<file path="src/rtl/hzd_pkg.sv">
package hzd_pkg;

  typedef enum logic [1:0] {
    XC_ALU    = 2'd0,
    XC_LOAD   = 2'd1,
    XC_MULDIV = 2'd2,
    XC_BRANCH = 2'd3
  } xclass_e;

  typedef struct packed {
    logic pc_we;
    logic fd_en;
    logic fd_flush;
    logic dx_en;
    logic dx_bubble;
  } pipe_ctl_t;

  localparam pipe_ctl_t CTL_RUN    = '{pc_we: 1'b1, fd_en: 1'b1, fd_flush: 1'b0, dx_en: 1'b1, dx_bubble: 1'b0};
  localparam pipe_ctl_t CTL_FREEZE = '{pc_we: 1'b0, fd_en: 1'b0, fd_flush: 1'b0, dx_en: 1'b0, dx_bubble: 1'b0};
  localparam pipe_ctl_t CTL_BUBBLE = '{pc_we: 1'b0, fd_en: 1'b0, fd_flush: 1'b0, dx_en: 1'b1, dx_bubble: 1'b1};
  localparam pipe_ctl_t CTL_REDIR  = '{pc_we: 1'b1, fd_en: 1'b1, fd_flush: 1'b1, dx_en: 1'b1, dx_bubble: 1'b1};

endpackage

</file>
<file path="src/rtl/hzd_rst_sync.sv">
module hzd_rst_sync #(
  parameter int STAGES = 2
) (
  input  logic clk,
  input  logic rst_n,
  output logic rst_sync_n
);

  logic [STAGES-1:0] sync_q;
  logic [STAGES-1:0] sync_d;

  always_comb begin
    sync_d = {sync_q[STAGES-2:0], 1'b1};
  end

  always_ff @(posedge clk or negedge rst_n) begin
    if (!rst_n) begin
      sync_q <= '0;
    end else begin
      sync_q <= sync_d;
    end
  end

  assign rst_sync_n = sync_q[STAGES-1];

endmodule

</file>
<file path="src/rtl/hzd_lu_detect.sv">
module hzd_lu_detect #(
  parameter int AW   = 5,
  parameter int NSRC = 2
) (
  input  logic [NSRC*AW-1:0] src_idx,
  input  logic [NSRC-1:0]    src_used,
  input  logic               x_is_load,
  input  logic [AW-1:0]      x_dst,
  output logic               lu_hit
);

  logic [NSRC-1:0] per_src_hit;

  for (genvar g = 0; g < NSRC; g++) begin : g_src
    logic [AW-1:0] idx;
    logic          nonzero;
    assign idx     = src_idx[g*AW +: AW];
    assign nonzero = |idx;
    assign per_src_hit[g] = x_is_load & src_used[g] & nonzero & (idx == x_dst);
  end

  assign lu_hit = |per_src_hit;

endmodule

</file>
<file path="src/rtl/hzd_md_track.sv">
module hzd_md_track (
  input  logic clk,
  input  logic rst_n,
  input  logic x_is_md,
  input  logic md_busy,
  input  logic br_taken,
  output logic md_freeze
);

  logic launched_q;
  logic launched_d;
  logic launched_en;

  always_comb begin
    md_freeze   = md_busy | (x_is_md & ~launched_q);
    launched_d  = x_is_md & md_freeze & ~br_taken;
    launched_en = launched_q | x_is_md;
  end

  always_ff @(posedge clk or negedge rst_n) begin
    if (!rst_n) begin
      launched_q <= 1'b0;
    end else if (launched_en) begin
      launched_q <= launched_d;
    end
  end

endmodule

</file>
<file path="src/rtl/hzd_ctl_arb.sv">
module hzd_ctl_arb
  import hzd_pkg::*;
(
  input  logic      br_taken,
  input  logic      md_freeze,
  input  logic      lu_hit,
  output pipe_ctl_t ctl
);

  always_comb begin
    if (br_taken) begin
      ctl = CTL_REDIR;
    end else if (md_freeze) begin
      ctl = CTL_FREEZE;
    end else if (lu_hit) begin
      ctl = CTL_BUBBLE;
    end else begin
      ctl = CTL_RUN;
    end
  end

endmodule

</file>
<file path="src/rtl/hzd_stall_ctrl.sv">
module hzd_stall_ctrl
  import hzd_pkg::*;
#(
  parameter int AW   = 5,
  parameter int NSRC = 2
) (
  input  logic               clk,
  input  logic               rst_n,
  input  logic [NSRC*AW-1:0] d_src_idx,
  input  logic [NSRC-1:0]    d_src_used,
  input  logic [1:0]         x_class,
  input  logic [AW-1:0]      x_dst,
  input  logic               md_busy,
  input  logic               br_taken,
  output logic               pc_we,
  output logic               fd_en,
  output logic               fd_flush,
  output logic               dx_en,
  output logic               dx_bubble
);

  localparam int RST_STAGES = 2;

  xclass_e   cls;
  logic      rst_sync_n;
  logic      x_is_load;
  logic      x_is_md;
  logic      lu_hit;
  logic      md_freeze;
  pipe_ctl_t ctl;

  assign cls       = xclass_e'(x_class);
  assign x_is_load = (cls == XC_LOAD);
  assign x_is_md   = (cls == XC_MULDIV);

  hzd_rst_sync #(.STAGES(RST_STAGES)) u_rst_sync (
    .clk        (clk),
    .rst_n      (rst_n),
    .rst_sync_n (rst_sync_n)
  );

  hzd_lu_detect #(.AW(AW), .NSRC(NSRC)) u_lu_detect (
    .src_idx   (d_src_idx),
    .src_used  (d_src_used),
    .x_is_load (x_is_load),
    .x_dst     (x_dst),
    .lu_hit    (lu_hit)
  );

  hzd_md_track u_md_track (
    .clk       (clk),
    .rst_n     (rst_sync_n),
    .x_is_md   (x_is_md),
    .md_busy   (md_busy),
    .br_taken  (br_taken),
    .md_freeze (md_freeze)
  );

  hzd_ctl_arb u_ctl_arb (
    .br_taken  (br_taken),
    .md_freeze (md_freeze),
    .lu_hit    (lu_hit),
    .ctl       (ctl)
  );

  assign pc_we     = ctl.pc_we;
  assign fd_en     = ctl.fd_en;
  assign fd_flush  = ctl.fd_flush;
  assign dx_en     = ctl.dx_en;
  assign dx_bubble = ctl.dx_bubble;

endmodule

</file>
<file path="config.mk">
export PLATFORM = sky130hd
export DESIGN_NAME = hzd_stall_ctrl
export DESIGN_NICKNAME = d
export VERILOG_FILES = /design/src/rtl/hzd_pkg.sv /design/src/rtl/hzd_rst_sync.sv /design/src/rtl/hzd_lu_detect.sv /design/src/rtl/hzd_md_track.sv /design/src/rtl/hzd_ctl_arb.sv /design/src/rtl/hzd_stall_ctrl.sv
export SDC_FILE = /design/constraint.sdc
export NUM_CORES = 1
export LEC_CHECK = 0
export BUFFER_PORTS_ARGS = -buffer_cell sky130_fd_sc_hd__clkbuf_2
export CAP_MARGIN = 20
export CELL_PAD_IN_SITES_DETAIL_PLACEMENT = 1
export CELL_PAD_IN_SITES_GLOBAL_PLACEMENT = 1
export CORE_UTILIZATION = 19
export DETAILED_ROUTE_END_ITERATION = 10
export PLACE_DENSITY = 0.71
export SYNTH_ARGS = -nofsm -noshare
export SYNTH_HDL_FRONTEND = slang
export SYNTH_SLANG_ARGS = --single-unit
</file>
<file path="constraint.sdc">
create_clock -name clk -period 2 [get_ports clk]
set_input_delay 0.5 -clock clk [delete_from_list [all_inputs] [get_ports clk]]
set_output_delay 0.5 -clock clk [all_outputs]
set_load 0.01 [all_outputs]
</file>
==> summary.md <==
| Metric | Value |
|---|---|
| Total track usage | `0.119` |
| H-tree depth | `1` |
| Pre-antenna DRT Iters | `1` |
| DP HPWL | `approximately 890 um` |
| Final setup violation count | `3` |
| WL per Instance | `roughly 12 um` |
| Period utilization | `1.13` |
| Pleak | `0.301 nW` |
| Minimum clock period | `approximately 2.3 ns` |
| Die Width | `between 40 and 50 um` |
| Post-route ant nets | `0` |
| Mapped cell area | `a little over 300 sq um` |
| Ports | `28` |
| Critical Setup Path Class | `primary input to output port` |
| Pre-CTS setup slack | `-0.273 ns` |
| Final instance area | `601 sq um` |
| Distinct cells, synth | `20` |
| GPL Wtd Cong | `0.667` |
| Tot Pwr | `between 200 and 300 uW` |
| Sink Count | `3` |
| DIE HEIGHT | `between 40 and 50 um` |
| Power per cell area | `around 450 nW/um^2` |
| Post-Layout Cell Count | `between 90 and 100` |
| FF+latch count, synth | `3` |
| CTS Buf Count | `3` |
| YS warnings | `0` |
| PnR worst setup slack | `-0.264 ns` |
| Skew final | `a little over 0.004 ns` |
| CORE AREA | `1490 sq um` |
| CP Launch Type | `primary input` |
| Starting density of the core | `0.203` |
| Hold slack | `between 0.04 and 0.05 ns` |
| Fmax achieved | `~440 MHz` |
| IO Port Bufs | `27` |
| Cells after DPL | `88` |
| First-pass GRT wire length | `approximately 1600 um` |
| Antenna violations before repair | `0` |
| Detailed Route WL | `1100 um` |
| Setup crit end kind | `output port` |
| Diode count | `0` |
| DRC Markers | `0` |
| Post-Synthesis Cells | `36` |
| CTS root buf | `clkbuf_4` |
| Fin nets | `~100` |
| TritonCTS clock tree | `built` |
| Largest net degree at the start of global routing | `5` |
| Layout cell share with drive strength beyond 1 | `0.610` |
| Vias per cell | `around 4.5` |
| Syn Nets | `slightly below 60` |
| Crit path DAT | `1.76 ns` |
| Crit-path max FO | `2` |
| Unrepaired setup endpoints after global routing | `true` |
| Initial DRC count | `0` |
| Clk slew on worst S/H paths | `~0.040 ns` |
| Final Slew Violations | `0` |
| FP Rows | `14` |
| Violated checks | `negative setup slack` |
| Placed inst area | `531 sq um` |
| Hold Crit Class | `primary input to asynchronous set/reset pin` |
| Final hold viol count | `0` |
| Vias in the first global route | `433` |
| P&R area growth vs syn | `99.2%` |
| Max-cap viol count | `0` |
| GRT Residual Overflow | `0` |
| CP cell instances | `buf_6 -> or4_4 -> a21oi_2 -> nor2_1 -> a221o_1 -> buf_2` |
| Sequential-to-total area share from yosys stat | `0.249` |
| Detailed-route via count | `421` |
| Critical Path RT | `~1.5 ns` |
| Full die area | `between 1500 and 2000 sq um` |
| Max incr delay on CP | `approximately 0.53 ns` |
| Avg Synthesized Cell Area | `between 8 and 9 sq um` |
| Worst vdd ir | `around 0.23 mV` |
| Clk Latency, worst-skew pair | `~0.23 ns` |
| Filler cells | `192` |
| Slowest cell on the critical path | `or4_4` |
| Status | `finished, violations left` |
| Clock Path Buffers | `2` |
## final cells by class
cell class              count  area (sq um)  share of cell area
multi-input cells          29           238               0.396
repair buffers             39           234               0.390
flip-flops and latches      3          75.1               0.125
clock buffers               4          26.3              0.0438
well taps                  16          20.0              0.0333
inverters                   2          7.51              0.0125
## kinds of logic after synthesis
| family | share of synthesized area |
|---|---|
| and+or+nand+nor | 0.261 |
| DFF | 0.249 |
| xor gates and xnor gates | 0.232 |
| AOI/OAI and AO/OA | 0.170 |
| other | 0.0124 |
| buffers and inverters | 0.0747 |
## repair_timing
item / 4_1_cts / 5_1_grt
pin swaps: 0 / 4
setup endpoints to repair: 3 / 3
hold buffers: 1 / 0
setup buffers: 1 / 0
hold endpoints to repair: 1 / 0
resized for setup: 0 / 8
cloned: 0 / 0
## routing by layer
layer  GRT usage  part of all wire  up-vias
met5           0                 0        -
met4      0.0581                 0        0
met3           0             0.034        0
met2       0.250              0.62       12
met1       0.116              0.34      202
li1            -                 -      207
## where the power goes
group / switching (mW) / total (mW) / leakage (nW) / internal (mW)
Clock: 0.0310 / 0.106 / 0.0150 / 0.0748
Combinational: 0.0448 / 0.0998 / 0.249 / 0.0550
Sequential: 0.000776 / 0.0645 / 0.0370 / 0.0637
## registers in the layout, indices dropped and copies added, names as in the netlist
register               flops
u_rst_sync.sync_q          2
u_md_track.launched_q      1
## cell usage after synthesis
cell      n  area, sq um
or4_4     1         11.3
and2_1    1         6.26
a21oi_2   1         8.76
o21a_1    1         7.51
nand3_1   3         15.0
a211oi_1  1         7.51
dfrtp_1   3         75.1
inv_1     2         7.51
buf_4     2         15.0
xnor2_1   5         43.8
o41ai_1   1         8.76
nor2_1    4         15.0
conb_1    1         3.75
nand2_1   1         3.75
nor2b_1   1         6.26
xor2_1    3         26.3
a221o_1   1         10.0
nor3b_1   2         15.0
nor4_1    1         6.26
a221oi_1  1         8.76
## cells in the final DEF (no fill, tap or decap), drive strengths merged, types with 2 or more instances in the layout
cell     n
buf     15
clkbuf  27
dfrtp    3
inv      2
nand3    3
nor2     4
nor3b    2
xnor2    5
xor2     3
## critical path: cells and delay by family
| family | cells | cell delay (ns) |
|---|---|---|
| compound gates | 2 | 0.44 |
| buf+inv | 2 | 0.23 |
| simple gates | 2 | 0.59 |
## final timing paths
path / cells past startpoint / slack, ns / end / from
max: 6 / -0.26 / dx_bubble / d_src_idx[6]
min: 1 / 0.05 / u_rst_sync.sync_q[0] / rst_n
max reg2reg: 5 / 0.79 / u_md_track.launched_q / u_md_track.launched_q
min reg2reg: 0 / 0.37 / u_rst_sync.sync_q[1] / u_rst_sync.sync_q[0]
max in group asynchronous: 1 / 1.35 / u_md_track.launched_q / u_rst_sync.sync_q[1]
min in group clk: 0 / 0.37 / u_rst_sync.sync_q[1] / u_rst_sync.sync_q[0]
## stage by stage
stage | TNS [ns] | util
after floorplan | -0.291 | -
after global placement | -0.750 | 0.356
after detailed placement | -0.797 | 0.356
after CTS | -0.788 | 0.386
after global routing | -0.916 | 0.403
final | -0.763 | 0.403
(Power assumes the default switching activity.)
